--- src/rtl/bl_gate_ctrl.sv ---
module bl_gate_ctrl #(
  parameter int LVL_W     = 6,
  parameter int DUTY_ADDR = 2,
  parameter int KNEE      = 16
) (
  input  logic             clk,
  input  logic             rst_n,
  input  logic [LVL_W-1:0] level_i,
  input  logic [LVL_W-1:0] limit_mask_i,
  input  logic             unblank_i,
  input  logic             pwr_ok_i,
  input  logic             suspend_i,
  input  logic             batt_low_i,
  input  logic             cfg_on_present_i,
  output logic [7:0]       frame_o,
  output logic             frame_vld_o,
  output logic             on_o,
  output logic             ctrl_o,
  output logic             kick_o,
  output logic [LVL_W:0]   result_o
);
  localparam int RES_W = LVL_W + 1;
  localparam int IN_W  = 2 * LVL_W + 5;

  logic [IN_W-1:0]  in_vec, in_q;
  logic             primed_q, upd;
  logic [LVL_W-1:0] gated, masked;
  logic [RES_W-1:0] remap;

  assign in_vec = {level_i, limit_mask_i, unblank_i, pwr_ok_i,
                   suspend_i, batt_low_i, cfg_on_present_i};
  assign upd    = !primed_q || (in_vec != in_q);

  assign gated  = (unblank_i && pwr_ok_i && !suspend_i) ? level_i : '0;
  assign masked = batt_low_i ? (gated & limit_mask_i) : gated;
  assign remap  = (RES_W'(masked) > RES_W'(KNEE)) ? RES_W'(masked) + RES_W'(KNEE)
                                                  : RES_W'(masked);

  always_ff @(posedge clk) begin
    if (!rst_n) begin
      primed_q    <= 1'b0;
      in_q        <= '0;
      result_o    <= '0;
      frame_o     <= '0;
      frame_vld_o <= 1'b0;
      kick_o      <= 1'b0;
      on_o        <= 1'b0;
      ctrl_o      <= cfg_on_present_i;
    end else begin
      frame_vld_o <= upd;
      kick_o      <= frame_vld_o;
      if (upd) begin
        primed_q <= 1'b1;
        in_q     <= in_vec;
        result_o <= remap;
        frame_o  <= {3'(DUTY_ADDR), remap[4:0]};
        on_o     <= |remap;
        ctrl_o   <= remap[5] ^ cfg_on_present_i;
      end
    end
  end

  p_zero_when_suspended_r2: assert property (@(posedge clk) disable iff (!rst_n)
    frame_vld_o && $past(suspend_i) |-> result_o == '0);
  p_zero_when_blanked_r2: assert property (@(posedge clk) disable iff (!rst_n)
    frame_vld_o && !$past(unblank_i) |-> result_o == '0);
  p_no_gap_r4: assert property (@(posedge clk) disable iff (!rst_n)
    frame_vld_o |-> (result_o <= RES_W'(KNEE)) || (result_o > RES_W'(2 * KNEE)));
  p_polarity_r6: assert property (@(posedge clk) disable iff (!rst_n)
    frame_vld_o |-> ctrl_o == (result_o[5] ^ $past(cfg_on_present_i)));
  p_kick_follows_r8: assert property (@(posedge clk) disable iff (!rst_n)
    frame_vld_o |=> kick_o && !frame_vld_o);
  p_hold_r10: assert property (@(posedge clk) disable iff (!rst_n)
    !frame_vld_o |-> $stable(result_o) && $stable(on_o) && $stable(frame_o));
endmodule

--- config.mk ---
export PLATFORM = sky130hd
export DESIGN_NAME = bl_gate_ctrl
export DESIGN_NICKNAME = d
export VERILOG_FILES = /design/src/rtl/bl_gate_ctrl.sv
export SDC_FILE = /design/constraint.sdc
export NUM_CORES = 1
export LEC_CHECK = 0
export BUFFER_PORTS_ARGS = -buffer_cell sky130_fd_sc_hd__buf_2
export CAP_MARGIN = 20
export CORE_ASPECT_RATIO = 1.5
export CORE_MARGIN = 2
export CORE_UTILIZATION = 50
export CTS_CLUSTER_DIAMETER = 100
export DETAILED_ROUTE_END_ITERATION = 10
export PLACE_DENSITY = 0.77
export SLEW_MARGIN = 20
export SYNTH_ARGS = -nofsm -noshare
export SYNTH_HDL_FRONTEND = slang
export SYNTH_SLANG_ARGS = --single-unit
--- constraint.sdc ---
create_clock -name clk -period 2.3 [get_ports clk]
set_input_delay 0.46 -clock clk [delete_from_list [all_inputs] [get_ports clk]]
set_output_delay 0.46 -clock clk [all_outputs]
set_load 0.02 [all_outputs]
Word level (Yosys, flattened, before mapping)
Index checks and enable logic that the tools add are counted.
Operators by class
  bitwise gates (word level): 2
  equality and inequality tests: 2
  $lt $le $gt $ge: 1
  reduce and logical (&&, ||, !) cells: 6
  mux-type cells: 5
  $add $sub $neg: 1
Operators by type and width (count)
  17-bit != test: 1
  6-bit two-way mux: 2
  6-bit by 5-bit adder with 7-bit output (second input constant): 1
  7-bit two-way mux: 1
  7-bit OR reduction: 1
  6-bit bitwise AND: 1
  6-bit by 5-bit greater-than comparator with 1-bit output (second input constant): 1
  1-bit logical AND: 2
  1-bit zero test: 2
  1-bit two-way mux: 2
  2-bit by 1-bit != test with 1-bit output (second input constant): 1
  1-bit logical OR: 1
  1-bit bitwise XOR: 1
Storage, ports and cells
  output and inout bits: 19
  input port bits: 19
  word-level logic and storage cells: 25
  register bits after elaboration: 35

Logic depth before layout (Yosys ltp)
  word-level depth: 10
  gate-level depth with buffers: 8
  gate-level depth less buffers: 8

Least setup slack after synthesis
No wires, ideal clock.
  path type: input -> register
  from: in limit_mask_i[5]
  to: reg result_o[4]
  stages on the path: 7
  slack: 0.336 ns
  setup time: 0.115 ns
  arrival time: 1.849 ns
  buffers on the path: 1
  required time: 2.185 ns
  path through: xnor2_1 nor4bb_1 nand3_1 or4_1 buf_2 o21ai_1 o21ba_1
On the way
  word-level cells in the longest chain between the ends: 4
  elaborated cells on any way between the ends: 6
  classes of those cells: 1 x order compare; 1 x eq/ne; 2 x mux; 1 x bitwise; 1 x reduce/logical
RTL lines
  start, declared: line 9  | input logic [LVL_W-1:0] limit_mask_i,
  6-bit bitwise AND: line 35  | assign masked = batt_low_i ? (gated & limit_mask_i) : gated;
  6-bit two-way mux: line 35
  6-bit by 5-bit greater-than comparator with 1-bit output: line 36  | assign remap = (RES_W'(masked) > RES_W'(KNEE)) ? RES_W'(masked) + RES_W'(KNEE)
  7-bit two-way mux: line 36
  end signal, assigned: line 55  | result_o <= remap;
  end, declared: line 20  | output logic [LVL_W:0] result_o
Parallel ways exist; a longest one is shown, timed or not.
A chain may end at the register's enable or synchronous reset.

Worst setup path after layout
  from: reg in_q[10]
  to: reg result_o[4]
On the way
  word-level cells in the longest chain between the ends: 2
RTL lines
  start, declared: line 25  | logic [IN_W-1:0] in_vec, in_q;
  start signal, assigned: line 54  | in_q <= in_vec;
  17-bit != test: line 32  | assign upd = !primed_q || (in_vec != in_q);
  1-bit logical OR: line 32
No other way between the ends.

==> results by group <==
Drt
  • Routed vias/inst: 4.88
  • WL per Instance: 12.1 um
  • 1st-iter DRT viols: 29
  • Antenna-violating nets left: 0
  • Final WL: 2630 um
  • DRC: 0
  • Drt pass-1 iters: 4
  • Vias: 1060

Finish
  • Core Util, Final: 61.8%
  • FF/Latch Area: 591 um^2
  • Final std cells w/o fill: 217
  • Area Overhead vs Synth: 20.3%
  • Multi-input gate area: 667 um^2
  • Nets: 201
  • Fillers: 249
  • Ratio of cells with drive above 1 in the final layout: 26.7%
  • Ant diodes: 0

Power
  • Pwr/cell area: 696 mW/mm^2
  • Worst VDD drop: 0.560 mV
  • Internal Power: 0.855 mW
  • Pwr Total: 1.13 mW
  • Flop pwr share: 47.8%
  • Sw Share: 24.1%
  • LEAKAGE: 0.737 nW
  • Reported net switching power: 0.271 mW
  • Comb pwr share: 11.8%
  • Clock share of power: 40.4%

Global routing
  • Vias in the first global route: 1023
  • Total congestion overflow: 0
  • First-pass GRT wire length: 4310 um
  • Initial antenna violation count: 0
  • Pin count of the biggest net entering global routing: 23
  • GRT Util Overall: 20.0%

Placement
  • PortBufs: 35
  • Dpl cells: 209
  • Routability Congestion: 0.852
  • Hpwl dp: 2120 um

Floorplanning
  • Boundary Pins: 38
  • Die area: 0.00313 mm^2
  • FP Rows: 23
  • Core area: 0.00262 mm^2
  • Chip height: 67.5 um
  • Die outline width: 46.4 um
  • Starting Density: 51.4%

Clock tree
  • Total of cells resized after clock tree synthesis: 0
  • Sink Count: 29
  • Root buffer cell: clkbuf_8
  • H-tree levels: 2
  • Skew-Pair Late Insertion Delay: 0.29 ns
  • CTS tree: done
  • Clock transition at path regs: 0.06 ns
  • Postcts setup bufs: 0
  • CTS Hold Buffers Added: 0
  • Num CTS Buffers: 5
  • CTS max path bufs: 2

Timing
  • Final Cycle Share: 89.7%
  • Clock skew: 0.00932 ns
  • # setup viols final: 0
  • Fmax: 485 MHz
  • RSZ-0062 raised after global routing: false
  • Period minus WS final: 2.06 ns
  • Slew Viols, Final: 0
  • Fin. Hold Viols: 0

Logic synthesis
  • Top_reg_cell synth: dfxtp_1
  • Ranking of synthesized cells by area: dfxtp_1, xor2_1, and2_1, nand2b_1, buf_4
  • EDFF count, synth: 1
  • Avg Cell Area, Syn: 9.28 um^2
  • Area fraction of the dominant cell type after synthesis: 41.7%
  • Post-synth cell types: 30
  • Seq/Total Area, Yosys: 43.9%
  • Ys async rst share: 0%
  • Yosys top cell by area: dfxtp_1
  • Warnings, synthesis: 0
  • #FFs+latches synth: 29
  • Synthesized area: 0.00135 mm^2
  • Cells after synthesis: 145

Setup path
  • Crit Path Max Fanout: 9
  • Launching point of the worst reg2reg path: in_q[10]
  • Critical Path Slowest Stage Cell: or4_1
  • WP data arrival: 2.24 ns
  • Worst Path Class, Setup: flip-flop to flip-flop
  • Worst-path cell chain: xnor2_1, nor4bb_1, nand3_1, or4_1, o21ai_1, o21ba_1
  • Reg2Reg Depth: 6
  • Crit path launch type: flip-flop
  • Data required time at the worst endpoint: 2.47 ns
  • Crit-path max cell delay: 0.71 ns
  • CP endpoint kind: flip-flop
  • Crit path launch: in_q[10]

Min path
  • Hold Crit Depth: 2
  • Min-delay worst type: primary input to flip-flop
  • Worst hold start: limit_mask_i[3]

Flow run
  • Max Cap Violations: 0

Run status
  • Status: complete, no violations
-- cell usage after synthesis (2+ instances only) --
cell      instances
nand2_1          11
dfxtp_1          28
nor2_1            4
xor2_1           13
clkbuf_1          3
ha_1              3
a21oi_1           9
nand3_1           7
and2_1           17
nor4_1            5
nand4_1           2
nand2b_1         11
buf_4             8
inv_1             3
xnor2_1           6
-- path summary, 6_finish.rpt --
| kind | to | slack [ns] |
|---|---|---|
| worst max-delay path | result_o[4] | 0.24 |
| worst min register to register | result_o[6] | 0.46 |
| worst max register to register | result_o[4] | 0.24 |
| worst min-delay path | in_q[8] | 0.41 |
-- power by group through the flow --
stage | clock, mW | sequential, mW | combinational (mW)
after floorplan | 0 | 0.555 | 0.0814
after detailed placement | 0 | 0.549 | 0.134
after global routing | 0.490 | 0.540 | 0.147
after global placement | 0 | 0.548 | 0.130
after CTS | 0.468 | 0.538 | 0.134
final | 0.455 | 0.538 | 0.133
-- registers in the layout, summed over array words and instances (netlist names) --
| signal | cells |
|---|---|
| ctrl_o | 1 |
| frame_vld_o | 1 |
| in_q | 17 |
| kick_o | 1 |
| on_o | 1 |
| primed_q | 1 |
| result_o | 7 |
-- per-layer routing --
metal  wire length (um)  track usage, %
met5                  0               0
met4                 61            12.1
met3                137            6.68
met2               1470            35.8
met1                961            18.6
-- placed cells by master (no fill, tap or decap), types with 2 or more instances in the layout --
master / instances
clkbuf_8: 7
conb_1: 2
nand2_1: 11
and2_1: 17
xnor2_1: 6
nand3_1: 7
nand4_1: 2
nand2b_1: 11
buf_2: 35
ha_1: 3
inv_1: 3
a21oi_1: 9
nor2_1: 4
xor2_1: 13
nor4_1: 5
buf_4: 3
dfxtp_1: 28
-- final cells by class --
type                            count  share of cell area (%)
Tap cell                           37                    2.86
Timing Repair Buffer               38                    12.2
Clock buffer                        7                    5.96
Sequential cell                    29                    36.5
Inverter                            4                   0.928
Multi-Input combinational cell    101                    41.2
Clock inverter                      1                   0.309
-- stage by stage --
stage / cell area [um^2] / setup TNS [ns] / worst slack [ns] / hold WS, ns
6_report: 1620 / 0 / 0.236 / 0.409
5_1_grt: 1620 / 0 / 0.0475 / 0.415
4_1_cts: 1620 / 0 / 0.233 / 0.407
3_5_place_dp: 1520 / -0.0147 / -0.0147 / 0.450
3_3_place_gp: 1520 / 0 / 0.0420 / 0.434
2_1_floorplan: 1350 / 0 / 0.336 / 0.533
-- critical path: cells and delay by family, from the launching register on --
family / cells / cell delay (ns)
and+or+nand+nor: 3 / 1.09
AOI/OAI and AO/OA: 2 / 0.34
DFF: 1 / 0.31
xor gates and xnor gates: 1 / 0.23
-- logic make-up (layout without fill, tap and decap cells) --
logic type | Yosys count | after routing | share of synthesized area (%)
AO/OA/AOI/OAI | 14 | 14 | 6.79
XOR/XNOR | 19 | 19 | 12.4
adder cells (fa/ha/maj) | 3 | 3 | 2.79
buffers and inverters | 16 | 50 | 6.79
flip-flops | 29 | 29 | 43.9
other | 1 | 2 | 0.279
AND/OR/NAND/NOR | 63 | 63 | 27.1
(Power assumes the default switching activity.)
